--- config.mk ---
export PLATFORM = sky130hd
export DESIGN_NAME = page_xlate_unit
export DESIGN_NICKNAME = d
export VERILOG_FILES = /design/src/rtl/pxu_pkg.sv /design/src/rtl/pxu_tcache.sv /design/src/rtl/pxu_walk_ctrl.sv /design/src/rtl/page_xlate_unit.sv
export SDC_FILE = /design/constraint.sdc
export NUM_CORES = 1
export LEC_CHECK = 0
export ABC_AREA = 0
export CAP_MARGIN = 20
export CORE_UTILIZATION = 50
export CTS_CLUSTER_DIAMETER = 30
export DETAILED_ROUTE_END_ITERATION = 7
export PLACE_DENSITY = 0.74
export SETUP_SLACK_MARGIN = 0.05
export SLEW_MARGIN = 15
export SYNTH_ARGS = -nofsm -noshare
export SYNTH_HDL_FRONTEND = slang
export SYNTH_SLANG_ARGS = --single-unit
--- constraint.sdc ---
create_clock -name clk -period 10.2 [get_ports clk]
set_input_delay 1.02 -clock clk [delete_from_list [all_inputs] [get_ports clk]]
set_output_delay 1.02 -clock clk [all_outputs]
set_load 0.02 [all_outputs]
--- src/rtl/pxu_pkg.sv ---
package pxu_pkg;
    typedef enum logic [2:0] {
        ST_IDLE,
        ST_LOOKUP,
        ST_READ_REQ,
        ST_WAIT_RESP,
        ST_DONE
    } pxu_state_e;

    localparam int PTE_SHIFT = 2;  // 4-byte table entries
endpackage

--- src/rtl/pxu_tcache.sv ---
module pxu_tcache #(
    parameter int PAGE_W  = 20,
    parameter int ENTRIES = 4
) (
    input  logic              clk,
    input  logic              rst_n,
    input  logic [PAGE_W-1:0] lk_page,
    output logic              lk_hit,
    output logic [PAGE_W-1:0] lk_frame,
    input  logic              fill_en,
    input  logic [PAGE_W-1:0] fill_page,
    input  logic [PAGE_W-1:0] fill_frame,
    input  logic              flush
);
    localparam int IDX_W = (ENTRIES > 1) ? $clog2(ENTRIES) : 1;

    logic [ENTRIES-1:0] valid_q;
    logic [ENTRIES-1:0] hit_vec;
    logic [PAGE_W-1:0]  key_q [ENTRIES];
    logic [PAGE_W-1:0]  val_q [ENTRIES];
    logic [IDX_W-1:0]   rr_q;
    logic [IDX_W-1:0]   free_idx;
    logic [IDX_W-1:0]   victim;
    logic               free_found;

    generate
        for (genvar g = 0; g < ENTRIES; g++) begin : g_cmp
            assign hit_vec[g] = valid_q[g] && (key_q[g] == lk_page);
        end
    endgenerate

    assign lk_hit = |hit_vec;

    always_comb begin
        lk_frame = '0;
        for (int i = 0; i < ENTRIES; i++) begin
            if (hit_vec[i]) lk_frame = lk_frame | val_q[i];
        end
    end

    always_comb begin
        free_found = 1'b0;
        free_idx   = '0;
        for (int i = ENTRIES - 1; i >= 0; i--) begin
            if (!valid_q[i]) begin
                free_found = 1'b1;
                free_idx   = IDX_W'(i);
            end
        end
        victim = free_found ? free_idx : rr_q;
    end

    always_ff @(posedge clk) begin
        if (!rst_n) begin
            valid_q <= '0;
            rr_q    <= '0;
        end else if (flush) begin
            valid_q <= '0;
        end else if (fill_en) begin
            valid_q[victim] <= 1'b1;
            if (!free_found) rr_q <= rr_q + IDX_W'(1);
        end
    end

    always_ff @(posedge clk) begin
        if (fill_en && !flush) begin
            key_q[victim] <= fill_page;
            val_q[victim] <= fill_frame;
        end
    end


    hit_unique_chk: assert property (@(posedge clk) disable iff (!rst_n)
        $onehot0(hit_vec));


    flush_clears_chk: assert property (@(posedge clk) disable iff (!rst_n)
        flush |=> (valid_q == '0));
endmodule

--- src/rtl/pxu_walk_ctrl.sv ---
module pxu_walk_ctrl
    import pxu_pkg::*;
#(
    parameter int ADDR_W = 32,
    parameter int OFF_W  = 12
) (
    input  logic                    clk,
    input  logic                    rst_n,
    input  logic                    req_valid,
    output logic                    req_ready,
    input  logic [ADDR_W-1:0]       req_laddr,
    output logic                    rsp_valid,
    output logic [ADDR_W-1:0]       rsp_paddr,
    output logic                    rsp_fault,
    input  logic [ADDR_W-1:0]       base_reg,
    input  logic                    base_we,
    output logic [ADDR_W-OFF_W-1:0] lk_page,
    input  logic                    lk_hit,
    input  logic [ADDR_W-OFF_W-1:0] lk_frame,
    output logic                    fill_en,
    output logic [ADDR_W-OFF_W-1:0] fill_page,
    output logic [ADDR_W-OFF_W-1:0] fill_frame,
    output logic                    mem_req,
    output logic [ADDR_W-1:0]       mem_addr,
    input  logic                    mem_rvalid,
    input  logic [ADDR_W-1:0]       mem_rdata
);
    localparam int PAGE_W = ADDR_W - OFF_W;
    localparam int PAD_W  = ADDR_W - PAGE_W - PTE_SHIFT;

    pxu_state_e        state_q, state_d;
    logic [ADDR_W-1:0] laddr_q;
    logic [ADDR_W-1:0] base_q;
    logic [PAGE_W-1:0] frame_q;
    logic              fault_q;
    logic              stale_q;
    logic              accept;
    logic              present;

    assign accept  = req_valid && req_ready;
    assign present = mem_rdata[0];
    assign lk_page = laddr_q[ADDR_W-1:OFF_W];

    always_ff @(posedge clk) begin
        if (!rst_n) state_q <= ST_IDLE;
        else        state_q <= state_d;
    end

    always_comb begin
        state_d = state_q;
        unique case (state_q)
            ST_IDLE:      if (req_valid) state_d = ST_LOOKUP;
            ST_LOOKUP:    state_d = lk_hit ? ST_IDLE : ST_READ_REQ;
            ST_READ_REQ:  state_d = ST_WAIT_RESP;
            ST_WAIT_RESP: if (mem_rvalid) state_d = ST_DONE;
            ST_DONE:      state_d = ST_IDLE;
            default:      state_d = ST_IDLE;
        endcase
    end

    always_ff @(posedge clk) begin
        if (!rst_n) begin
            laddr_q <= '0;
            base_q  <= '0;
            frame_q <= '0;
            fault_q <= 1'b0;
            stale_q <= 1'b0;
        end else begin
            if (accept) begin
                laddr_q <= req_laddr;
                base_q  <= base_reg;
                stale_q <= base_we;
            end else if (base_we) begin
                stale_q <= 1'b1;
            end
            if (state_q == ST_WAIT_RESP && mem_rvalid) begin
                frame_q <= mem_rdata[ADDR_W-1:OFF_W];
                fault_q <= !present;
            end
        end
    end

    always_comb begin
        req_ready  = 1'b0;
        rsp_valid  = 1'b0;
        rsp_fault  = 1'b0;
        rsp_paddr  = '0;
        mem_req    = 1'b0;
        fill_en    = 1'b0;
        mem_addr   = base_q + {{PAD_W{1'b0}}, laddr_q[ADDR_W-1:OFF_W], {PTE_SHIFT{1'b0}}};
        fill_page  = laddr_q[ADDR_W-1:OFF_W];
        fill_frame = mem_rdata[ADDR_W-1:OFF_W];
        unique case (state_q)
            ST_IDLE:      req_ready = 1'b1;
            ST_LOOKUP: begin
                if (lk_hit) begin
                    rsp_valid = 1'b1;
                    rsp_paddr = {lk_frame, laddr_q[OFF_W-1:0]};
                end
            end
            ST_READ_REQ:  mem_req = 1'b1;
            ST_WAIT_RESP: fill_en = mem_rvalid && present && !stale_q && !base_we;
            ST_DONE: begin
                rsp_valid = 1'b1;
                rsp_fault = fault_q;
                rsp_paddr = fault_q ? '0 : {frame_q, laddr_q[OFF_W-1:0]};
            end
            default: ;
        endcase
    end


    busy_not_ready_chk: assert property (@(posedge clk) disable iff (!rst_n)
        accept |=> !req_ready);


    single_read_chk: assert property (@(posedge clk) disable iff (!rst_n)
        mem_req |=> !mem_req);


    fault_zero_addr_chk: assert property (@(posedge clk) disable iff (!rst_n)
        (rsp_valid && rsp_fault) |-> (rsp_paddr == '0));


    entry_known_chk: assert property (@(posedge clk) disable iff (!rst_n)
        mem_rvalid |-> !$isunknown(mem_rdata));
endmodule

--- src/rtl/page_xlate_unit.sv ---
module page_xlate_unit #(
    parameter int ADDR_W  = 32,
    parameter int OFF_W   = 12,
    parameter int ENTRIES = 4
) (
    input  logic              clk,
    input  logic              rst_n,
    input  logic              req_valid,
    output logic              req_ready,
    input  logic [ADDR_W-1:0] req_laddr,
    output logic              rsp_valid,
    output logic [ADDR_W-1:0] rsp_paddr,
    output logic              rsp_fault,
    input  logic              base_we,
    input  logic [ADDR_W-1:0] base_wdata,
    output logic              mem_req,
    output logic [ADDR_W-1:0] mem_addr,
    input  logic              mem_rvalid,
    input  logic [ADDR_W-1:0] mem_rdata
);
    localparam int PAGE_W = ADDR_W - OFF_W;

    logic [ADDR_W-1:0] base_reg;
    logic [PAGE_W-1:0] lk_page, lk_frame, fill_page, fill_frame;
    logic              lk_hit, fill_en;

    always_ff @(posedge clk) begin
        if (!rst_n)       base_reg <= '0;
        else if (base_we) base_reg <= base_wdata;
    end

    pxu_tcache #(.PAGE_W(PAGE_W), .ENTRIES(ENTRIES)) u_tcache (
        .clk        (clk),
        .rst_n      (rst_n),
        .lk_page    (lk_page),
        .lk_hit     (lk_hit),
        .lk_frame   (lk_frame),
        .fill_en    (fill_en),
        .fill_page  (fill_page),
        .fill_frame (fill_frame),
        .flush      (base_we)
    );

    pxu_walk_ctrl #(.ADDR_W(ADDR_W), .OFF_W(OFF_W)) u_ctrl (
        .clk        (clk),
        .rst_n      (rst_n),
        .req_valid  (req_valid),
        .req_ready  (req_ready),
        .req_laddr  (req_laddr),
        .rsp_valid  (rsp_valid),
        .rsp_paddr  (rsp_paddr),
        .rsp_fault  (rsp_fault),
        .base_reg   (base_reg),
        .base_we    (base_we),
        .lk_page    (lk_page),
        .lk_hit     (lk_hit),
        .lk_frame   (lk_frame),
        .fill_en    (fill_en),
        .fill_page  (fill_page),
        .fill_frame (fill_frame),
        .mem_req    (mem_req),
        .mem_addr   (mem_addr),
        .mem_rvalid (mem_rvalid),
        .mem_rdata  (mem_rdata)
    );
endmodule

==> impl_metrics.yaml <==
finish:
  reg.largest.list: "u_tcache.key_q (80), u_tcache.val_q (80)"
  finalInstanceArea_sq_mm: 0.0160
  layout-drive-gt1-share_pct: 9.40
  fin_util_pct: 65.8
  nets: 1355
  diodes: 0
  area_growth_pct: 29.4
synthesis:
  netlist.area_leader.share_pct: 38.9
  synth_nets: 1206
  synth_warnings: 0
  synth_seq_cells: 287
  ys_seq_area_share_pct: 59.6
  synth_edf_count: 160
  syn_area_sq_mm: 0.0123
  synthArstFlopShare_pct: 0
  synth_top_cell_by_area: "edfxtp_1"
  syn_inst: 1084
  syn_avg_cell_area_sq_um: 11.4
  synth-main-ff-cell: "edfxtp_1"
  yosys-top-cells-area: "edfxtp_1 39%, dfxtp_1 21%, nand2_1 6.2%, xor2_1 5.7%, a21boi_0 5.1%"
  synth_cell_types: 48
die:
  die_w_microns: 159
  ios: 169
  die_height_microns: 159
  coreArea_sq_mm: 0.0242
  dieArea_sq_mm: 0.0253
  initial_core_util_pct: 50.9
  rows: 57
placement:
  place_area_sq_mm: 0.0141
  dp_hpwl_microns: 17300
  io_buffer_count: 157
  place_congestion: 0.817
timing:
  setup_tns_ns: 0
  hold_ws_ns: 0.438
  slew-limit-headroom_pct: 29.7
  clock_skew_ns: 0.0465
  hold_viol_final: 0
  worst_slew_pin_slew_ns: 1.05
  finalSetupViolCount: 0
  rsz0062_at_grt: "no"
  slew_viol_final: 0
  period_share_pct: 53.9
  clock.fmax_mhz: 182
  fin_crit_ns: 5.50
routing:
  drt_iter0_drc: 514
  first_pass_iters: 7
  ant_nets: 0
  vias: 8548
  route.detailed.drc: 1
  routed_wl_microns: 28300
  viasPerCell: 5.34
  routedWlPerCell_microns: 17.7
worst_setup_path:
  endpoint_kind: "output pin"
  cpPeakStageDelay_ns: 0.72
  path_cells: "xor2_1 -> nor4_1 -> nand4_1 -> nor2_1 -> buf_4 -> o41ai_1 -> or3_1 -> o21ai_1 -> clkdlybuf4s50_1"
  critPathBufInv: 2
  critPathSlowestCell: "or3_1"
  reg2reg_depth: 6
  path_depth: 9
  crit_end: "rsp_paddr[22]"
  r2r-end: "u_tcache.key_q[1][10]"
  r2r_setup_slack_ns: 6.91
  cp.required_ns: 9.18
  startpoint: "u_ctrl.laddr_q[25]"
  cp_max_fo: 22
  start_kind: "flip-flop"
  crit_arrival_ns: 4.48
  timing.rr.start: "u_ctrl.state_q[1]"
  cpLargestDelayFamily: "simple AND/OR/NAND/NOR gates"
  worst-setup-path-type: "flip-flop to output pin"
clocking:
  cts_num_sinks: 287
  htree_levels: 2
  cts_buffers: 51
  ctsResizeCount: 0
  clk_pin_slew_worst_paths_ns: 0.05
  postCtsSetupBuffers: 0
  ctsHoldBuffers: 0
  clk_latency_ns: 0.57
  clk_path_buf_depth: 3
  cts_tree: "yes"
  cts_root_buf: "clkbuf_16"
power_and_ir_drop:
  power.leakage_nw: 5.92
  p_comb_share_pct: 6.4
  power_mw: 3.23
  clkPwrFrac_pct: 53.8
  p_per_area_mw_per_mm2: 203
  p_seq_share_pct: 39.7
  p_sw_share_pct: 23.5
  internal_power_mw: 2.47
  switchingPower_uw: 762
  ir_drop_mv: 0.147
run_status:
  status: "finished, violations left"
  violations: "DRC"
min_path:
  hold_path_class: "flip-flop to flip-flop"
global_route:
  grt_max_degree: 124
  grt_usage_pct: 22.4
  antenna_found_initial: 0
  grt_pass1_vias: 8665
  grt_pass1_wl_microns: 44900
  gr-total-overflow: 0
run:
  cap_violations: 0
## through the flow
step                setup WS (ns)  instances
floorplan                    6.20       1084
global placement             5.35       1504
detailed placement           5.36       1504
CTS                          4.72       1600
global route                 4.56       1600
finish                       4.70       1600
## cells in the final DEF (no fill, tap or decap), drive strengths merged, types with 3 or more instances in the layout
master,Yosys,final
nand2,203,203
edfxtp,160,160
clkdlybuf4s50,0,155
dfxtp,127,127
a21boi,84,84
xor2,80,80
clkbuf,56,58
nor2b,47,47
mux2i,32,32
xnor2,29,29
nor2,25,25
o21ai,25,25
inv,10,22
a221oi,21,21
a22o,20,20
ha,20,20
nor4,17,17
a21oi,15,15
buf,17,14
clkinv,0,14
a21o,12,12
nand3,10,10
o21a,8,8
and3,7,7
nor3,7,7
nand4,6,6
nand2b,6,6
bufinv,0,6
clkinvlp,0,6
and2,6,6
a41oi,5,5
a31oi,4,4
or3,3,3
or2,3,3
o21bai,3,3
## kinds of logic after synthesis
family / Yosys count / share of synthesized area, %
multiplexers: 32 / 2.60
adder cells (fa/ha/maj): 21 / 2.19
flip-flops: 287 / 59.6
XOR/XNOR: 109 / 7.74
buffers and inverters: 83 / 2.68
AND/OR/NAND/NOR: 346 / 13.0
AO/OA/AOI/OAI: 206 / 12.2
## worst reg2reg max path, stage by stage, from the launching register on
cell and delay, ns:
dfxtp_1 0.54, nand2b_1 0.17, or2_2 0.54, nor4b_2 0.45, nand2_1 0.21, nor2_4 0.55, buf_4 0.46
## power groups by stage
stage / Combinational, mW / Sequential [mW] / Clock [mW]
3_3_place_gp: 0.204 / 1.31 / 0
6_report: 0.208 / 1.29 / 1.74
3_5_place_dp: 0.207 / 1.31 / 0
4_1_cts: 0.210 / 1.29 / 1.76
2_1_floorplan: 0.132 / 1.28 / 0
5_1_grt: 0.227 / 1.29 / 1.82
## area by class of cell
| class | count | area [sq um] |
|---|---|---|
| multi-input combinational | 714 | 4700 |
| clock buffer | 58 | 1340 |
| clock inverter | 38 | 474 |
| sequential | 287 | 7350 |
| fill | 1825 | 8290 |
| inverter | 10 | 37.5 |
| tap | 324 | 405 |
| timing repair buffer | 169 | 1650 |
## how the worst min path moves through the flow
stage / startpoint / end / slack (ns) / cells past startpoint
4_1_cts: base_reg[20] / u_ctrl.base_q[20] / 0.44 / 2
3_3_place_gp: u_ctrl.laddr_q[9] / u_ctrl.laddr_q[9] / 0.45 / 2
6_report: base_reg[20] / u_ctrl.base_q[20] / 0.44 / 2
5_1_grt: base_reg[20] / u_ctrl.base_q[20] / 0.48 / 2
2_1_floorplan: u_ctrl.laddr_q[0] / u_ctrl.laddr_q[0] / 0.44 / 2
3_5_place_dp: u_ctrl.laddr_q[4] / u_ctrl.laddr_q[4] / 0.46 / 2
## cell usage after synthesis, drive strengths merged, types with 7 or more instances
| master | number |
|---|---|
| and3 | 7 |
| dfxtp | 127 |
| clkbuf | 56 |
| nand3 | 10 |
| ha | 20 |
| buf | 17 |
| nor3 | 7 |
| o21ai | 25 |
| a21o | 12 |
| inv | 10 |
| mux2i | 32 |
| nor2b | 47 |
| xor2 | 80 |
| a221oi | 21 |
| a21oi | 15 |
| edfxtp | 160 |
| a21boi | 84 |
| o21a | 8 |
| nand2 | 203 |
| nor2 | 25 |
| xnor2 | 29 |
| nor4 | 17 |
| a22o | 20 |
## routing by layer
layer / GRT usage [%] / vias to the layer above / part of all wire (%)
li1: - / 4137 / -
met2: 38.7 / 238 / 49
met4: 8.61 / 0 / 2.9
met3: 5.03 / 61 / 5.9
met5: 0 / - / 0
met1: 27.2 / 4112 / 43
Power figures use the tool's default switching activity.
